`config.mk`:
```
export PLATFORM = sky130hd
export DESIGN_NAME = stq_bus_master
export DESIGN_NICKNAME = d
export VERILOG_FILES = /design/src/rtl/stq_pkg.sv /design/src/rtl/stq_fifo.sv /design/src/rtl/stq_tag_pool.sv /design/src/rtl/stq_snoop_combine.sv /design/src/rtl/stq_bus_master.sv
export SDC_FILE = /design/constraint.sdc
export NUM_CORES = 1
export LEC_CHECK = 0
export ABC_AREA = 1
export BUFFER_PORTS_ARGS = -buffer_cell sky130_fd_sc_hd__buf_2
export CORE_UTILIZATION = 35
export DETAILED_ROUTE_END_ITERATION = 8
export GPL_TIMING_DRIVEN = 0
export SLEW_MARGIN = 20
export SYNTH_ARGS = -nofsm -noshare
export SYNTH_HDL_FRONTEND = slang
export SYNTH_HIERARCHICAL = 1
export SYNTH_SLANG_ARGS = --single-unit
export TNS_END_PERCENT = 20
```
`constraint.sdc`:
```
create_clock -name clk -period 4.05 [get_ports clk]
set_clock_uncertainty 0.05 [all_clocks]
set_input_delay 1.0125 -clock clk [delete_from_list [all_inputs] [get_ports clk]]
set_output_delay 1.0125 -clock clk [all_outputs]
set_load 0.1 [all_outputs]
```
`src/rtl/stq_pkg.sv`:
```
package stq_pkg;

    localparam int ADDR_W = 16;
    localparam int DATA_W = 16;
    localparam int TAGS_N = 4;
    localparam int TAG_W  = $clog2(TAGS_N);

    typedef enum logic [1:0] {
        K_SHARED = 2'b00,
        K_EXCL   = 2'b01,
        K_WBACK  = 2'b10
    } req_kind_e;

    typedef struct packed {
        req_kind_e          kind;
        logic [ADDR_W-1:0]  addr;
        logic [DATA_W-1:0]  data;
    } out_req_t;

    typedef struct packed {
        logic [TAG_W-1:0]   tag;
        logic               excl;
        logic [ADDR_W-1:0]  addr;
    } pend_rd_t;

    function automatic logic kind_is_read(req_kind_e k);
        return (k == K_SHARED) || (k == K_EXCL);
    endfunction

endpackage

```
`src/rtl/stq_fifo.sv`:
```
module stq_fifo #(
    parameter type ENT_T = logic [7:0],
    parameter int  DEPTH = 4,
    localparam int PW    = (DEPTH > 1) ? $clog2(DEPTH) : 1,
    localparam int CW    = $clog2(DEPTH + 1)
) (
    input  logic          clk,
    input  logic          rst,
    input  logic          push,
    input  ENT_T          push_ent,
    input  logic          pop,
    output ENT_T          head,
    output logic          nempty,
    output logic          full,
    output logic [CW-1:0] count
);

    ENT_T          mem [DEPTH];
    logic [PW-1:0] wr_ptr;
    logic [PW-1:0] rd_ptr;

    function automatic logic [PW-1:0] bump(logic [PW-1:0] p);
        return (p == PW'(DEPTH - 1)) ? '0 : p + 1'b1;
    endfunction

    always_ff @(posedge clk) begin
        if (rst) begin
            wr_ptr <= '0;
            rd_ptr <= '0;
            count  <= '0;
        end else begin
            if (push) begin
                mem[wr_ptr] <= push_ent;
                wr_ptr      <= bump(wr_ptr);
            end
            if (pop) begin
                rd_ptr <= bump(rd_ptr);
            end
            case ({push, pop})
                2'b10:   count <= count + 1'b1;
                2'b01:   count <= count - 1'b1;
                default: count <= count;
            endcase
        end
    end

    assign head   = mem[rd_ptr];
    assign nempty = (count != '0);
    assign full   = (count == CW'(DEPTH));

endmodule

```
`src/rtl/stq_tag_pool.sv`:
```
module stq_tag_pool #(
    parameter int  NTAGS = 4,
    localparam int TW    = $clog2(NTAGS)
) (
    input  logic             clk,
    input  logic             rst,
    input  logic             alloc,
    input  logic             rel_a,
    input  logic [TW-1:0]    rel_a_tag,
    input  logic             rel_b,
    input  logic [TW-1:0]    rel_b_tag,
    output logic             any_free,
    output logic [TW-1:0]    free_tag,
    output logic [NTAGS-1:0] busy
);

    always_comb begin
        free_tag = '0;
        for (int i = NTAGS - 1; i >= 0; i--) begin
            if (!busy[i]) free_tag = TW'(i);
        end
    end

    assign any_free = !(&busy);

    always_ff @(posedge clk) begin
        if (rst) begin
            busy <= '0;
        end else begin
            for (int i = 0; i < NTAGS; i++) begin
                if (alloc && any_free && free_tag == TW'(i))
                    busy[i] <= 1'b1;
                else if ((rel_a && rel_a_tag == TW'(i)) ||
                         (rel_b && rel_b_tag == TW'(i)))
                    busy[i] <= 1'b0;
            end
        end
    end

endmodule

```
`src/rtl/stq_snoop_combine.sv`:
```
module stq_snoop_combine #(
    parameter int NSNP = 3
) (
    input  logic            phase,
    input  logic [NSNP-1:0] ok_vec,
    output logic            uok,
    output logic            retry
);

    logic [NSNP:0] chain;

    assign chain[0] = 1'b1;
    for (genvar g = 0; g < NSNP; g++) begin : g_and
        assign chain[g+1] = chain[g] & ok_vec[g];
    end

    assign uok   = phase & chain[NSNP];
    assign retry = phase & ~chain[NSNP];

endmodule

```
`src/rtl/stq_bus_master.sv`:
```
module stq_bus_master
    import stq_pkg::*;
#(
    parameter int  OQ_DEPTH = 4,
    parameter int  NSNP     = 3,
    localparam int QCW      = $clog2(OQ_DEPTH + 1),
    localparam int BCW      = $clog2(TAGS_N + 1)
) (
    input  logic              clk,
    input  logic              rst,
    input  logic              req_valid,
    input  logic [1:0]        req_kind,
    input  logic [ADDR_W-1:0] req_addr,
    input  logic [DATA_W-1:0] req_data,
    output logic              req_ready,
    input  logic              bus_grant,
    output logic              addr_valid,
    output logic [TAG_W-1:0]  addr_tag,
    output logic [1:0]        addr_kind,
    output logic [ADDR_W-1:0] addr_addr,
    output logic [DATA_W-1:0] addr_data,
    input  logic [NSNP-1:0]   snp_ok,
    output logic              resp_valid,
    output logic              resp_uok,
    input  logic              dbus_valid,
    input  logic [TAG_W-1:0]  dbus_tag,
    input  logic [DATA_W-1:0] dbus_data,
    output logic              fill_valid,
    output logic [ADDR_W-1:0] fill_addr,
    output logic              fill_excl,
    output logic [DATA_W-1:0] fill_data
);

    // outbound queue
    out_req_t          oq_head;
    out_req_t          oq_in;
    logic              oq_push;
    logic              oq_pop;
    logic              oq_nempty;
    logic              oq_full;
    logic [QCW-1:0]    q_count;

    // outstanding read queue
    pend_rd_t          obt_head;
    pend_rd_t          obt_in;
    logic              obt_push;
    logic              obt_pop;
    logic              obt_nempty;
    logic              obt_full;
    logic [BCW-1:0]    obt_count;

    // tags and phase state
    logic              tag_any_free;
    logic [TAG_W-1:0]  tag_next;
    logic [TAGS_N-1:0] tag_busy;
    logic              pend;
    logic [TAG_W-1:0]  pend_tag;
    logic              issue;
    logic              rsp_ok;
    logic              rsp_retry;
    logic              head_rd;
    logic              rel_rsp;
    logic              hit;

    assign issue   = bus_grant && !pend && oq_nempty && tag_any_free;
    assign head_rd = kind_is_read(oq_head.kind);

    always_ff @(posedge clk) begin
        if (rst) begin
            pend     <= 1'b0;
            pend_tag <= '0;
        end else begin
            pend <= issue;
            if (issue) pend_tag <= tag_next;
        end
    end

    stq_snoop_combine #(.NSNP(NSNP)) u_comb (
        .phase  (pend),
        .ok_vec (snp_ok),
        .uok    (rsp_ok),
        .retry  (rsp_retry)
    );

    // outbound queue control: a retry rotates the head to the tail
    assign req_ready = !oq_full && !pend;
    assign oq_pop    = pend;
    assign oq_push   = rsp_retry || (req_valid && req_ready);

    always_comb begin
        if (rsp_retry) begin
            oq_in = oq_head;
        end else begin
            oq_in.kind = req_kind_e'(req_kind);
            oq_in.addr = req_addr;
            oq_in.data = req_data;
        end
    end

    stq_fifo #(.ENT_T(out_req_t), .DEPTH(OQ_DEPTH)) u_oq (
        .clk      (clk),
        .rst      (rst),
        .push     (oq_push),
        .push_ent (oq_in),
        .pop      (oq_pop),
        .head     (oq_head),
        .nempty   (oq_nempty),
        .full     (oq_full),
        .count    (q_count)
    );

    // accepted reads wait for their data cycle in issue order
    assign obt_push    = rsp_ok && head_rd;
    assign obt_in.tag  = pend_tag;
    assign obt_in.excl = (oq_head.kind == K_EXCL);
    assign obt_in.addr = oq_head.addr;

    assign hit     = dbus_valid && obt_nempty && (dbus_tag == obt_head.tag);
    assign obt_pop = hit;

    stq_fifo #(.ENT_T(pend_rd_t), .DEPTH(TAGS_N)) u_obt (
        .clk      (clk),
        .rst      (rst),
        .push     (obt_push),
        .push_ent (obt_in),
        .pop      (obt_pop),
        .head     (obt_head),
        .nempty   (obt_nempty),
        .full     (obt_full),
        .count    (obt_count)
    );

    // tag returns: at a retry or writeback verdict, and at a fill
    assign rel_rsp = rsp_retry || (rsp_ok && !head_rd);

    stq_tag_pool #(.NTAGS(TAGS_N)) u_tags (
        .clk       (clk),
        .rst       (rst),
        .alloc     (issue),
        .rel_a     (rel_rsp),
        .rel_a_tag (pend_tag),
        .rel_b     (hit),
        .rel_b_tag (obt_head.tag),
        .any_free  (tag_any_free),
        .free_tag  (tag_next),
        .busy      (tag_busy)
    );

    assign addr_valid = issue;
    assign addr_tag   = tag_next;
    assign addr_kind  = oq_head.kind;
    assign addr_addr  = oq_head.addr;
    assign addr_data  = oq_head.data;

    assign resp_valid = pend;
    assign resp_uok   = rsp_ok;

    assign fill_valid = hit;
    assign fill_addr  = obt_head.addr;
    assign fill_excl  = obt_head.excl;
    assign fill_data  = dbus_data;

endmodule

```
# Word level (Yosys, flattened, before mapping)

Memories as Yosys holds them, arrays and structs flattened. A register that Yosys moved wholly into a read port is not among the register bits.
Index checks and enable logic that the tools add are counted.

Reduce and logical (&&, ||, !) cells: 46
Muxes and demuxes: 29
Equality and inequality tests: 20
$add $sub $neg: 8
Bitwise operators: 5

Operator list:

| operator            | number |
|---|---|
| $mux 34             | 1 |
| $eq 2x2->1 const B  | 12 |
| $mux 2              | 12 |
| $logic_and 1x1->1   | 22 |
| $mux 1              | 14 |
| $eq 2x1->1 const B  | 6 |
| $pmux 3 s2          | 2 |
| $reduce_bool 2->1   | 6 |
| $add 2x1->2 const B | 4 |
| $logic_not 2->1     | 4 |
| $logic_or 1x1->1    | 7 |
| $add 3x1->3 const B | 2 |
| $reduce_bool 3->1   | 2 |
| $sub 3x1->3 const B | 2 |
| $and 1x1->1         | 4 |
| $logic_not 1->1     | 4 |
| $reduce_and 4->1    | 1 |
| $eq 3x3->1 const B  | 1 |
| $eq 2x2->1          | 1 |
| $not 1->1           | 1 |

Register bits after elaboration: 21
Memories: 2
Input bits: 60
Bits in writable memories: 212

Memories:

| memory    | depth | bits a word | rd ports | clocked after memory_dff | write ports | line           | RTL |
|---|---|---|---|---|---|---|---|
| u_oq.mem  | 4     | 34          | 1        | 1                        | 1           | stq_fifo.sv:18 | `ENT_T mem [DEPTH];` |
| u_obt.mem | 4     | 19          | 1        | 1                        | 1           | stq_fifo.sv:18 |  |

# Depth between registers and ports, before layout

Gate-level depths: netlist of the first run.

Word-level depth: 9
Depth in mapped cells: 16
Gate-level depth less buffers: 14

# Modules after synthesis

Netlist of the first run, hierarchy kept.

Modules (own cells, without submodules):

| module            | cells an instance | instances | area an instance (sq um) | seq. area each (sq um) |
|---|---|---|---|---|
| stq_fifo at u_oq  | 392               | 1         | 5716.7                   | 4264.1 |
| stq_fifo at u_obt | 247               | 1         | 3325.7                   | 2462.4 |
| stq_bus_master    | 164               | 1         | 784.5                    | 60.1 |
| stq_tag_pool      | 43                | 1         | 259.0                    | 80.1 |
| stq_snoop_combine | 5                 | 1         | 27.5                     | 0.0 |

# Worst setup path before layout of the first run

Ideal clock, no wire load.

Kind: input to register
Start point: in dbus_tag[1]
End point: reg u_obt.count[1]
Path slack: -828 ps
Buffers on the path: 0
Stages: 6
Arrival time: 4712 ps
Library setup time: 116 ps
Data required time: 3884 ps
Cell sequence: xor2_1 > nor3_1 > ha_1 > fa_1 > o21ai_0 > nor2_1

Longest elaborated chain between the ends: 4
Elaborated cells between the ends (all ways): 6
Those cells by class: 3 x eq/ne; 1 x mux; 2 x reduce/logical

Ends and longest elaborated chain:

| what                                                   | line                  | RTL |
|---|---|---|
| start: declaration                                     | stq_bus_master.sv:26  | `input logic [TAG_W-1:0] dbus_tag,` |
| $eq 2x2->1 (*)                                         | stq_bus_master.sv:118 | `assign hit = dbus_valid && obt_nempty && (dbus_tag == obt_head.tag);` |
| $logic_and 1x1->1 (*)                                  | stq_bus_master.sv:118 |  |
| via fill_valid                                         | stq_bus_master.sv:28  | `output logic fill_valid,` |
| $eq 2x1->1 / $eq 2x2->1 (equally long branches)        | stq_fifo.sv:39        | `case ({push, pop})` |
| $pmux 3 s2 / $reduce_bool 2->1 (equally long branches) | --                    |  |
| end signal: assignment                                 | stq_fifo.sv:40        | `2'b10: count <= count + 1'b1;` |
| end signal: assignment                                 | stq_fifo.sv:41        | `2'b01: count <= count - 1'b1;` |
| end signal: assignment                                 | stq_fifo.sv:42        | `default: count <= count;` |
| end: declaration                                       | stq_fifo.sv:15        | `output logic [CW-1:0] count` |

Mark *: on every way through the listed nets, which the timed path passes. The rest lies on a longest branch.
A chain may end at the register's enable or synchronous reset.

==> impl_metrics.xml, run 1 <==
<?xml version="1.0" encoding="UTF-8"?>
<metrics>
  <group name="detailed_routing">
    <metric name="routed_wirelength" unit="um">23100</metric>
    <metric name="drtPass1Iterations" unit="">4</metric>
    <metric name="post-route-drc-count" unit="">0</metric>
    <metric name="vias" unit="">6665</metric>
    <metric name="drt_first_iter_violations" unit="">376</metric>
    <metric name="final_antenna_net_count" unit="">0</metric>
    <metric name="vias_per_cell" unit="">4.77</metric>
    <metric name="post_drt_wl_per_cell" unit="um">16.5</metric>
  </group>
  <group name="clock_network">
    <metric name="cts.sink_count" unit="">237</metric>
    <metric name="postCtsSetupRepairBufs" unit="">0</metric>
    <metric name="htree_levels" unit="">1</metric>
    <metric name="clk-insertion-delay-late" unit="ns">0.52</metric>
    <metric name="clk_path_buf_depth" unit="">3</metric>
    <metric name="cts-buffers-inserted" unit="">26</metric>
    <metric name="clockRootBuffer" unit="">sky130_fd_sc_hd__clkbuf_16</metric>
    <metric name="worst_setup_hold_path_clk_slew" unit="ns">0.06</metric>
    <metric name="cts_tree" unit="">done</metric>
  </group>
  <group name="worst_setup_path">
    <metric name="critical_path_fanouts_max" unit="">10</metric>
    <metric name="critPathArrivalTime" unit="ns">2.74</metric>
    <metric name="critical_path.endpoint_type" unit="">primary output</metric>
    <metric name="cp_data_required_time" unit="ns">2.99</metric>
    <metric name="timing_worst_setup_path_type" unit="">reg2out</metric>
    <metric name="critical_path.startpoint_type" unit="">flip-flop</metric>
  </group>
  <group name="global_routing">
    <metric name="grt_first_pass_wirelength" unit="um">34700</metric>
    <metric name="grt_antenna_before_repair" unit="">0</metric>
    <metric name="overflow" unit="">0</metric>
    <metric name="largest_net_degree_at_the_start_of_global_routing" unit="">21</metric>
    <metric name="vias_in_the_first_global_route" unit="">6155</metric>
    <metric name="grtUsageTotal" unit="">0.156</metric>
  </group>
  <group name="die">
    <metric name="floorplan.initialDensity" unit="">0.360</metric>
    <metric name="die_height" unit="um">172</metric>
    <metric name="dieWidth" unit="um">172</metric>
    <metric name="floorplan.rows" unit="">61</metric>
    <metric name="io_pins" unit="">134</metric>
    <metric name="fp.coreArea" unit="um^2">28100</metric>
    <metric name="die_area" unit="um^2">29600</metric>
  </group>
  <group name="sta">
    <metric name="setup_repair_after_global_routing_missed_its_margin" unit="">no</metric>
    <metric name="setup-violations-final" unit="">0</metric>
    <metric name="fmax" unit="GHz">0.263</metric>
    <metric name="tightestPinTransition" unit="ns">0.759</metric>
    <metric name="final.period_utilization" unit="">0.939</metric>
    <metric name="maxSlewHeadroom" unit="">0.494</metric>
    <metric name="period_minus_slack" unit="ns">3.80</metric>
    <metric name="number_of_hold_slack_violations_in_the_final_timing_report" unit="">0</metric>
    <metric name="sum_of_negative_setup_slack" unit="ns">0</metric>
    <metric name="drv_slew" unit="">0</metric>
  </group>
  <group name="run_status">
    <metric name="outcome" unit="">finished, final reports clean</metric>
  </group>
  <group name="layout">
    <metric name="final_net_count" unit="">1077</metric>
    <metric name="ant_cells" unit="">0</metric>
    <metric name="post_route_cells_drive_above_1_share" unit="">0.272</metric>
    <metric name="flow.area_growth_from_synthesis" unit="%">20.7</metric>
    <metric name="layout.cells.non_filler" unit="">1397</metric>
    <metric name="stdcell_area" unit="um^2">12200</metric>
  </group>
  <group name="placement">
    <metric name="placedInstanceArea" unit="um^2">11400</metric>
    <metric name="detailed_place_hpwl" unit="um">15500</metric>
    <metric name="numPortBuffers" unit="">117</metric>
    <metric name="place.gp.congestion" unit="">0.713</metric>
    <metric name="numPlacedInstances" unit="">1353</metric>
  </group>
  <group name="synthesis">
    <metric name="postSynthAreaPerCell" unit="um^2">11.9</metric>
    <metric name="synth_warnings" unit="">6</metric>
    <metric name="synth_cells" unit="">850</metric>
    <metric name="syn-cell-area" unit="um^2">10100</metric>
    <metric name="postSynthNetCount" unit="">924</metric>
  </group>
  <group name="pwr">
    <metric name="power_per_cell_area" unit="nW/um^2">663</metric>
    <metric name="static_leakage" unit="nW">4.65</metric>
    <metric name="vdd.ir_drop.worst" unit="uV">437</metric>
  </group>
  <group name="min_path">
    <metric name="worst_hold_class" unit="">reg2reg</metric>
  </group>
  <group name="run">
    <metric name="drv_cap" unit="">0</metric>
  </group>
</metrics>
-- state kept, by name, summed over array words and instances (netlist names), 3 cells and up, named ones only --
register,count
u_oq/mem,136
u_obt/mem,76
u_tags/busy,4
u_obt/count,3
u_oq/count,3
-- where the power goes --
group          leakage [nW]  internal [W]  switching, W
Clock                 0.400       0.00140      0.000891
Sequential             2.13       0.00301     0.0000858
Combinational          2.13      0.000495       0.00221
Total                  4.65       0.00490       0.00318
-- layer usage --
layer | vias to the layer above | GRT usage | routed length [um]
met2 | 195 | 0.263 | 10900
met5 | - | 0 | 0
met4 | 0 | 0.0400 | 427
li1 | 3258 | - | -
met3 | 35 | 0.0254 | 1370
met1 | 3177 | 0.209 | 10300
-- path summary, 6_finish.rpt --
check        cells past startpoint                     endpoint  slack [ns]                        start
min reg2reg                      1  u_tags/busy[2]$_SDFFE_PP0P_        0.42  u_tags/busy[2]$_SDFFE_PP0P_
max reg2reg                      9  u_obt/count[1]$_SDFFE_PP0P_        1.07                    flip-flop
min                              1  u_tags/busy[2]$_SDFFE_PP0P_        0.42  u_tags/busy[2]$_SDFFE_PP0P_
max                              9                   fill_valid        0.25                    flip-flop
-- what timing repair did --
action / in CTS / in global routing
endpoints found under the hold margin: 0 / 0
gates resized for setup: 2 / 1
gates cloned: 0 / 0
setup endpoints to repair: 1 / 1
hold buffers: 0 / 0
-- cells in the final DEF, fill, tap and decap left out, types with 4 or more instances in the layout --
cell and count:
sky130_fd_sc_hd__o21ai_0 109, sky130_fd_sc_hd__nor2_2 30, sky130_fd_sc_hd__buf_12 5, sky130_fd_sc_hd__buf_4 24, sky130_fd_sc_hd__clkinv_1 6, sky130_fd_sc_hd__dfxtp_1 25
sky130_fd_sc_hd__edfxtp_1 212, sky130_fd_sc_hd__inv_1 47, sky130_fd_sc_hd__nor2_1 116, sky130_fd_sc_hd__nand3_1 12, sky130_fd_sc_hd__clkbuf_1 7, sky130_fd_sc_hd__buf_2 129
sky130_fd_sc_hd__o21ai_1 5, sky130_fd_sc_hd__buf_6 13, sky130_fd_sc_hd__o22ai_1 32, sky130_fd_sc_hd__nor2_4 4, sky130_fd_sc_hd__ha_1 12, sky130_fd_sc_hd__o22ai_2 21
sky130_fd_sc_hd__clkbuf_16 27, sky130_fd_sc_hd__a21oi_1 9, sky130_fd_sc_hd__nand2_1 140
-- critical path, stage by stage, from the launching register on --
cell and delay, ns:
sky130_fd_sc_hd__dfxtp_1 0.35, sky130_fd_sc_hd__inv_2 0.07, sky130_fd_sc_hd__clkbuf_1 0.41, sky130_fd_sc_hd__o21ai_0 0.18, sky130_fd_sc_hd__o22ai_2 0.27, sky130_fd_sc_hd__inv_1 0.07, sky130_fd_sc_hd__nand2_1 0.06, sky130_fd_sc_hd__nand2_1 0.08
sky130_fd_sc_hd__nor3_4 0.35, sky130_fd_sc_hd__buf_4 0.37
-- cell type report --
type                            count  area [um^2]
Multi-Input combinational cell    506         2640
Clock inverter                     11          126
Timing Repair Buffer              125          736
Buffer                             55          455
Fill cell                        2707        15900
Inverter                           52          205
Sequential cell                   237         6870
Tap cell                          378          473
Clock buffer                       33          698
-- through the flow --
| stage | setup WS [ns] | hold WS [ns] | total power [W] | util |
|---|---|---|---|---|
| after floorplan | 0.0945 | 0.379 | 0.00526 | - |
| after global placement | -1.11 | 0.397 | 0.00581 | 0.398 |
| after detailed placement | 0.295 | 0.407 | 0.00587 | 0.405 |
| after CTS | 0.0477 | 0.421 | 0.00815 | 0.434 |
| after global routing | 0.0448 | 0.439 | 0.00840 | 0.434 |
| final | 0.245 | 0.419 | 0.00808 | 0.434 |
(Power assumes the default switching activity.)
==> run 2, diff against run 1 <==
- ABC_AREA: 1 -> default
==> impl_metrics.xml, run 2 <==
<?xml version="1.0" encoding="UTF-8"?>
<metrics>
  <group name="global_routing">
    <metric name="vias_in_the_first_global_route" unit="">5125</metric>
    <metric name="grt_first_pass_wirelength" unit="um">28900</metric>
    <metric name="overflow" unit="">0</metric>
    <metric name="grtUsageTotal" unit="">0.133</metric>
    <metric name="grt_antenna_before_repair" unit="">3</metric>
    <metric name="largest_net_degree_at_the_start_of_global_routing" unit="">22</metric>
  </group>
  <group name="placement">
    <metric name="placedInstanceArea" unit="um^2">10900</metric>
    <metric name="detailed_place_hpwl" unit="um">12600</metric>
    <metric name="numPortBuffers" unit="">117</metric>
    <metric name="place.gp.congestion" unit="">0.735</metric>
    <metric name="numPlacedInstances" unit="">969</metric>
  </group>
  <group name="detailed_routing">
    <metric name="drt_first_iter_violations" unit="">240</metric>
    <metric name="post-route-drc-count" unit="">0</metric>
    <metric name="post_drt_wl_per_cell" unit="um">18.4</metric>
    <metric name="vias" unit="">4827</metric>
    <metric name="final_antenna_net_count" unit="">0</metric>
    <metric name="vias_per_cell" unit="">4.75</metric>
    <metric name="drtPass1Iterations" unit="">4</metric>
    <metric name="routed_wirelength" unit="um">18700</metric>
  </group>
  <group name="layout">
    <metric name="post-route-util" unit="">0.433</metric>
    <metric name="stdcell_area" unit="um^2">11700</metric>
    <metric name="most-common-layout-cells" unit="">sky130_fd_sc_hd__edfxtp_1 (212), sky130_fd_sc_hd__buf_2 (122), sky130_fd_sc_hd__mux4_2 (40)</metric>
    <metric name="flow.area_growth_from_synthesis" unit="%">20.5</metric>
    <metric name="regs_by_ff_count" unit="">u_oq/mem x136, u_obt/mem x76, u_tags/busy x4</metric>
    <metric name="largest_register_ff_count" unit="">136</metric>
    <metric name="post_route_cells_drive_above_1_share" unit="">0.432</metric>
    <metric name="layout.cells.non_filler" unit="">1016</metric>
    <metric name="final_net_count" unit="">698</metric>
    <metric name="layout.cells.most_common" unit="">sky130_fd_sc_hd__edfxtp_1</metric>
    <metric name="largest-register" unit="">u_oq/mem</metric>
  </group>
  <group name="worst_setup_path">
    <metric name="timing_worst_setup_path_type" unit="">reg2out</metric>
    <metric name="critical_path.startpoint_type" unit="">flip-flop</metric>
    <metric name="critPathArrivalTime" unit="ns">2.75</metric>
    <metric name="critical_path_fanouts_max" unit="">10</metric>
    <metric name="critical_path.endpoint_type" unit="">primary output</metric>
    <metric name="cp_data_required_time" unit="ns">2.99</metric>
  </group>
  <group name="sta">
    <metric name="number_of_hold_slack_violations_in_the_final_timing_report" unit="">0</metric>
    <metric name="tightestPinTransition" unit="ns">1.04</metric>
    <metric name="setup-violations-final" unit="">0</metric>
    <metric name="drv_slew" unit="">0</metric>
    <metric name="final.period_utilization" unit="">0.941</metric>
    <metric name="maxSlewHeadroom" unit="">0.305</metric>
    <metric name="period_minus_slack" unit="ns">3.81</metric>
    <metric name="setup_repair_after_global_routing_missed_its_margin" unit="">no</metric>
    <metric name="fmax" unit="GHz">0.262</metric>
  </group>
  <group name="run">
    <metric name="drv_cap" unit="">0</metric>
  </group>
  <group name="synthesis">
    <metric name="postSynthAreaPerCell" unit="um^2">20.5</metric>
    <metric name="synth_cells" unit="">476</metric>
    <metric name="postSynthNetCount" unit="">550</metric>
    <metric name="syn-cell-area" unit="um^2">9750</metric>
    <metric name="synth_warnings" unit="">6</metric>
  </group>
  <group name="die">
    <metric name="fp.coreArea" unit="um^2">27100</metric>
    <metric name="die_area" unit="um^2">28500</metric>
    <metric name="die_height" unit="um">169</metric>
    <metric name="io_pins" unit="">134</metric>
    <metric name="floorplan.rows" unit="">60</metric>
    <metric name="floorplan.initialDensity" unit="">0.360</metric>
    <metric name="dieWidth" unit="um">169</metric>
  </group>
  <group name="pwr">
    <metric name="static_leakage" unit="nW">4.10</metric>
    <metric name="vdd.ir_drop.worst" unit="uV">367</metric>
    <metric name="power_per_cell_area" unit="nW/um^2">595</metric>
    <metric name="total_power" unit="W">0.00699</metric>
  </group>
  <group name="clock_network">
    <metric name="cts-buffers-inserted" unit="">25</metric>
    <metric name="cts.sink_count" unit="">237</metric>
    <metric name="cts-resized-gates" unit="">2</metric>
    <metric name="cts_tree" unit="">done</metric>
    <metric name="clk_path_buf_depth" unit="">3</metric>
    <metric name="clk-insertion-delay-late" unit="ns">0.52</metric>
    <metric name="ctsHoldBuffers" unit="">0</metric>
    <metric name="clockRootBuffer" unit="">sky130_fd_sc_hd__clkbuf_16</metric>
    <metric name="postCtsSetupRepairBufs" unit="">0</metric>
    <metric name="worst_setup_hold_path_clk_slew" unit="ns">0.06</metric>
    <metric name="htree_levels" unit="">1</metric>
  </group>
  <group name="run_status">
    <metric name="outcome" unit="">finished, final reports clean</metric>
  </group>
  <group name="min_path">
    <metric name="worst_hold_class" unit="">reg2reg</metric>
  </group>
</metrics>
run 2: where the power goes:
group / internal (W) / switching (W)
clock network: 0.00133 / 0.000899
logic: 0.000476 / 0.00131
registers: 0.00292 / 0.0000612
total: 0.00472 / 0.00227
run 2: per-layer routing:
metal / track usage / vias up / share of wire
li1: - / 2201 / -
met1: 0.162 / 2448 / 0.41
met2: 0.239 / 149 / 0.52
met3: 0.0278 / 27 / 0.050
met4: 0.0372 / 2 / 0.021
met5: 0 / - / 0.00091
run 2: path summary, 6_finish.rpt:
kind / start / end / slack (ns) / depth (start not counted)
setup reg to reg: flip-flop / u_obt/mem[2][4]$_DFFE_PP_ / 0.77 / 7
setup / recovery: flip-flop / fill_valid / 0.24 / 5
hold reg to reg: u_oq/count[2]$_SDFFE_PP0P_ / u_oq/count[2]$_SDFFE_PP0P_ / 0.46 / 2
hold / removal: u_oq/count[2]$_SDFFE_PP0P_ / u_oq/count[2]$_SDFFE_PP0P_ / 0.46 / 2
run 2: final cells by class:
class                      instances  area (um^2)
antenna                            1         2.50
buffer                            35          335
clock buffer                      35          766
clock inverter                    11         67.6
fill                            2341        15400
inverter                          10         37.5
multi-input combinational        194         2530
sequential                       237         6870
tap                              372          465
timing repair buffer             121          676
run 2: critical path, stage by stage, from the launching register on:
cell and delay [ns]:
sky130_fd_sc_hd__dfxtp_1 0.33, sky130_fd_sc_hd__buf_6 0.17, sky130_fd_sc_hd__mux4_1 0.71, sky130_fd_sc_hd__xor2_1 0.24
sky130_fd_sc_hd__nor3_4 0.41, sky130_fd_sc_hd__buf_4 0.37
run 2: stage by stage:
step | worst slack (ns) | setup TNS, ns | hold WS (ns)
2_1_floorplan | 0.0524 | 0 | 0.404
3_3_place_gp | -0.172 | -22.34 | 0.412
5_1_grt | 0.0671 | 0 | 0.508
6_report | 0.239 | 0 | 0.459
4_1_cts | 0.155 | 0 | 0.458
3_5_place_dp | 0.420 | 0 | 0.449
==> run 3, diff against run 2 <==
- CTS_CLUSTER_DIAMETER: default -> 80
- PLACE_DENSITY_LB_ADDON: default -> 0.1
- RECOVER_POWER: default -> 50
==> impl_metrics.xml, run 3 (synthesis gave the netlist of run 2 again) <==
<?xml version="1.0" encoding="UTF-8"?>
<metrics>
  <group name="clock_network">
    <metric name="htree_levels" unit="">1</metric>
    <metric name="clockRootBuffer" unit="">sky130_fd_sc_hd__clkbuf_16</metric>
    <metric name="ctsHoldBuffers" unit="">0</metric>
    <metric name="worst_setup_hold_path_clk_slew" unit="ns">0.05</metric>
    <metric name="cts.sink_count" unit="">237</metric>
    <metric name="clk_path_buf_depth" unit="">3</metric>
    <metric name="cts-buffers-inserted" unit="">26</metric>
    <metric name="cts_tree" unit="">done</metric>
    <metric name="clk-insertion-delay-late" unit="ns">0.51</metric>
  </group>
  <group name="sta">
    <metric name="drv_slew" unit="">0</metric>
    <metric name="setup-violations-final" unit="">0</metric>
    <metric name="period_minus_slack" unit="ns">3.81</metric>
    <metric name="maxSlewHeadroom" unit="">0.209</metric>
    <metric name="number_of_hold_slack_violations_in_the_final_timing_report" unit="">0</metric>
    <metric name="holdWs" unit="ns">0.461</metric>
    <metric name="fmax" unit="GHz">0.262</metric>
    <metric name="final.period_utilization" unit="">0.941</metric>
    <metric name="setup_repair_after_global_routing_missed_its_margin" unit="">no</metric>
    <metric name="tightestPinTransition" unit="ns">1.19</metric>
  </group>
  <group name="layout">
    <metric name="stdcell_area" unit="um^2">11500</metric>
    <metric name="regs_by_ff_count" unit="">u_oq/mem x136, u_obt/mem x76, u_tags/busy x4</metric>
    <metric name="post_route_cells_drive_above_1_share" unit="">0.326</metric>
    <metric name="fill_cells" unit="">2459</metric>
    <metric name="final_net_count" unit="">701</metric>
    <metric name="layout.cells.most_common" unit="">sky130_fd_sc_hd__edfxtp_1</metric>
    <metric name="largest-register" unit="">u_oq/mem</metric>
    <metric name="flow.area_growth_from_synthesis" unit="%">18.1</metric>
    <metric name="post-route-util" unit="">0.425</metric>
    <metric name="largest_register_ff_count" unit="">136</metric>
    <metric name="most-common-layout-cells" unit="">sky130_fd_sc_hd__edfxtp_1 (212), sky130_fd_sc_hd__buf_2 (103), sky130_fd_sc_hd__mux4_2 (40)</metric>
  </group>
  <group name="detailed_routing">
    <metric name="post_drt_wl_per_cell" unit="um">19.1</metric>
    <metric name="final_antenna_net_count" unit="">0</metric>
    <metric name="drt_first_iter_violations" unit="">235</metric>
    <metric name="vias_per_cell" unit="">4.72</metric>
    <metric name="vias" unit="">4800</metric>
    <metric name="routed_wirelength" unit="um">19400</metric>
    <metric name="post-route-drc-count" unit="">0</metric>
    <metric name="drtPass1Iterations" unit="">4</metric>
  </group>
  <group name="worst_setup_path">
    <metric name="critical_path_fanouts_max" unit="">10</metric>
    <metric name="timing_worst_setup_path_type" unit="">reg2out</metric>
    <metric name="critPathArrivalTime" unit="ns">2.75</metric>
    <metric name="cp_data_required_time" unit="ns">2.99</metric>
    <metric name="critical_path.startpoint_type" unit="">flip-flop</metric>
    <metric name="critical_path.endpoint_type" unit="">primary output</metric>
  </group>
  <group name="placement">
    <metric name="placedInstanceArea" unit="um^2">10900</metric>
    <metric name="numPortBuffers" unit="">117</metric>
    <metric name="detailed_place_hpwl" unit="um">12700</metric>
    <metric name="place.gp.congestion" unit="">0.697</metric>
  </group>
  <group name="run">
    <metric name="drv_cap" unit="">0</metric>
  </group>
  <group name="die">
    <metric name="floorplan.initialDensity" unit="">0.360</metric>
    <metric name="die_height" unit="um">169</metric>
    <metric name="die_area" unit="um^2">28500</metric>
    <metric name="fp.coreArea" unit="um^2">27100</metric>
    <metric name="dieWidth" unit="um">169</metric>
    <metric name="floorplan.rows" unit="">60</metric>
    <metric name="io_pins" unit="">134</metric>
  </group>
  <group name="run_status">
    <metric name="outcome" unit="">finished, final reports clean</metric>
  </group>
  <group name="global_routing">
    <metric name="overflow" unit="">0</metric>
    <metric name="largest_net_degree_at_the_start_of_global_routing" unit="">24</metric>
    <metric name="vias_in_the_first_global_route" unit="">5103</metric>
    <metric name="grt_first_pass_wirelength" unit="um">29300</metric>
    <metric name="grt_antenna_before_repair" unit="">3</metric>
    <metric name="grtUsageTotal" unit="">0.138</metric>
  </group>
  <group name="pwr">
    <metric name="power_per_cell_area" unit="nW/um^2">587</metric>
    <metric name="static_leakage" unit="nW">3.89</metric>
    <metric name="vdd.ir_drop.worst" unit="uV">445</metric>
  </group>
  <group name="min_path">
    <metric name="worst_hold_class" unit="">reg2reg</metric>
  </group>
</metrics>
-- run 3: final timing paths --
path	to	depth (start not counted)	slack, ns	start
worst max-delay path	fill_valid	6	0.24	flip-flop
worst max register to register	u_obt/mem[1][14]$_DFFE_PP_	7	0.42	flip-flop
worst min-delay path	u_obt/count[2]$_SDFFE_PP0P_	2	0.46	u_obt/count[2]$_SDFFE_PP0P_
worst min register to register	u_obt/count[2]$_SDFFE_PP0P_	2	0.46	u_obt/count[2]$_SDFFE_PP0P_
-- run 3: final cells by class --
cell class                 count  area [um^2]  share of cell area
buffer                        35          287              0.0249
clock buffer                  35          706              0.0613
sequential                   237         6870               0.596
multi-input combinational    194         2420               0.210
timing repair buffer         123          683              0.0593
tap                          372          465              0.0404
inverter                      10         37.5             0.00326
antenna                        1         2.50            0.000217
clock inverter                10         51.3             0.00445
-- run 3: what timing repair did --
action | in CTS | in global routing
setup endpoints to repair | 1 | 0
gates resized for setup | 2 | 0
buffers inserted | 0 | 0
endpoints found under the hold margin | 0 | 0
-- run 3: worst max-delay path: stages, from the launching register on --
cell and delay (ns):
sky130_fd_sc_hd__dfxtp_1 0.30, sky130_fd_sc_hd__buf_2 0.24, sky130_fd_sc_hd__buf_2 0.33, sky130_fd_sc_hd__mux4_2 0.45, sky130_fd_sc_hd__xor2_1 0.22, sky130_fd_sc_hd__nor3_4 0.32, sky130_fd_sc_hd__buf_4 0.37
-- run 3: metal layers --
metal  share of wire  track usage  up-vias
li1                -            -     2208
met1            0.43        0.176     2422
met2            0.49        0.237      134
met3           0.052       0.0271       32
met4           0.022       0.0391        4
met5          0.0012            0        -
-- run 3: where the power goes --
group | total [W] | leakage (nW) | internal [W] | switching, W
logic | 0.00170 | 1.40 | 0.000398 | 0.00130
clock network | 0.00209 | 0.368 | 0.00121 | 0.000876
registers | 0.00298 | 2.12 | 0.00292 | 0.0000594
total | 0.00676 | 3.89 | 0.00453 | 0.00223
-- run 3: through the flow --
| step | std cells | TNS, ns | power, W | setup WS, ns |
|---|---|---|---|---|
| 2_1_floorplan | 476 | 0 | 0.00448 | 0.0524 |
| 3_3_place_gp | 965 | -36.53 | 0.00479 | -0.277 |
| 3_5_place_dp | 969 | 0 | 0.00484 | 0.378 |
| 4_1_cts | 1014 | 0 | 0.00697 | 0.108 |
| 5_1_grt | 1017 | 0 | 0.00704 | 0.0354 |
| 6_report | 1017 | 0 | 0.00676 | 0.240 |
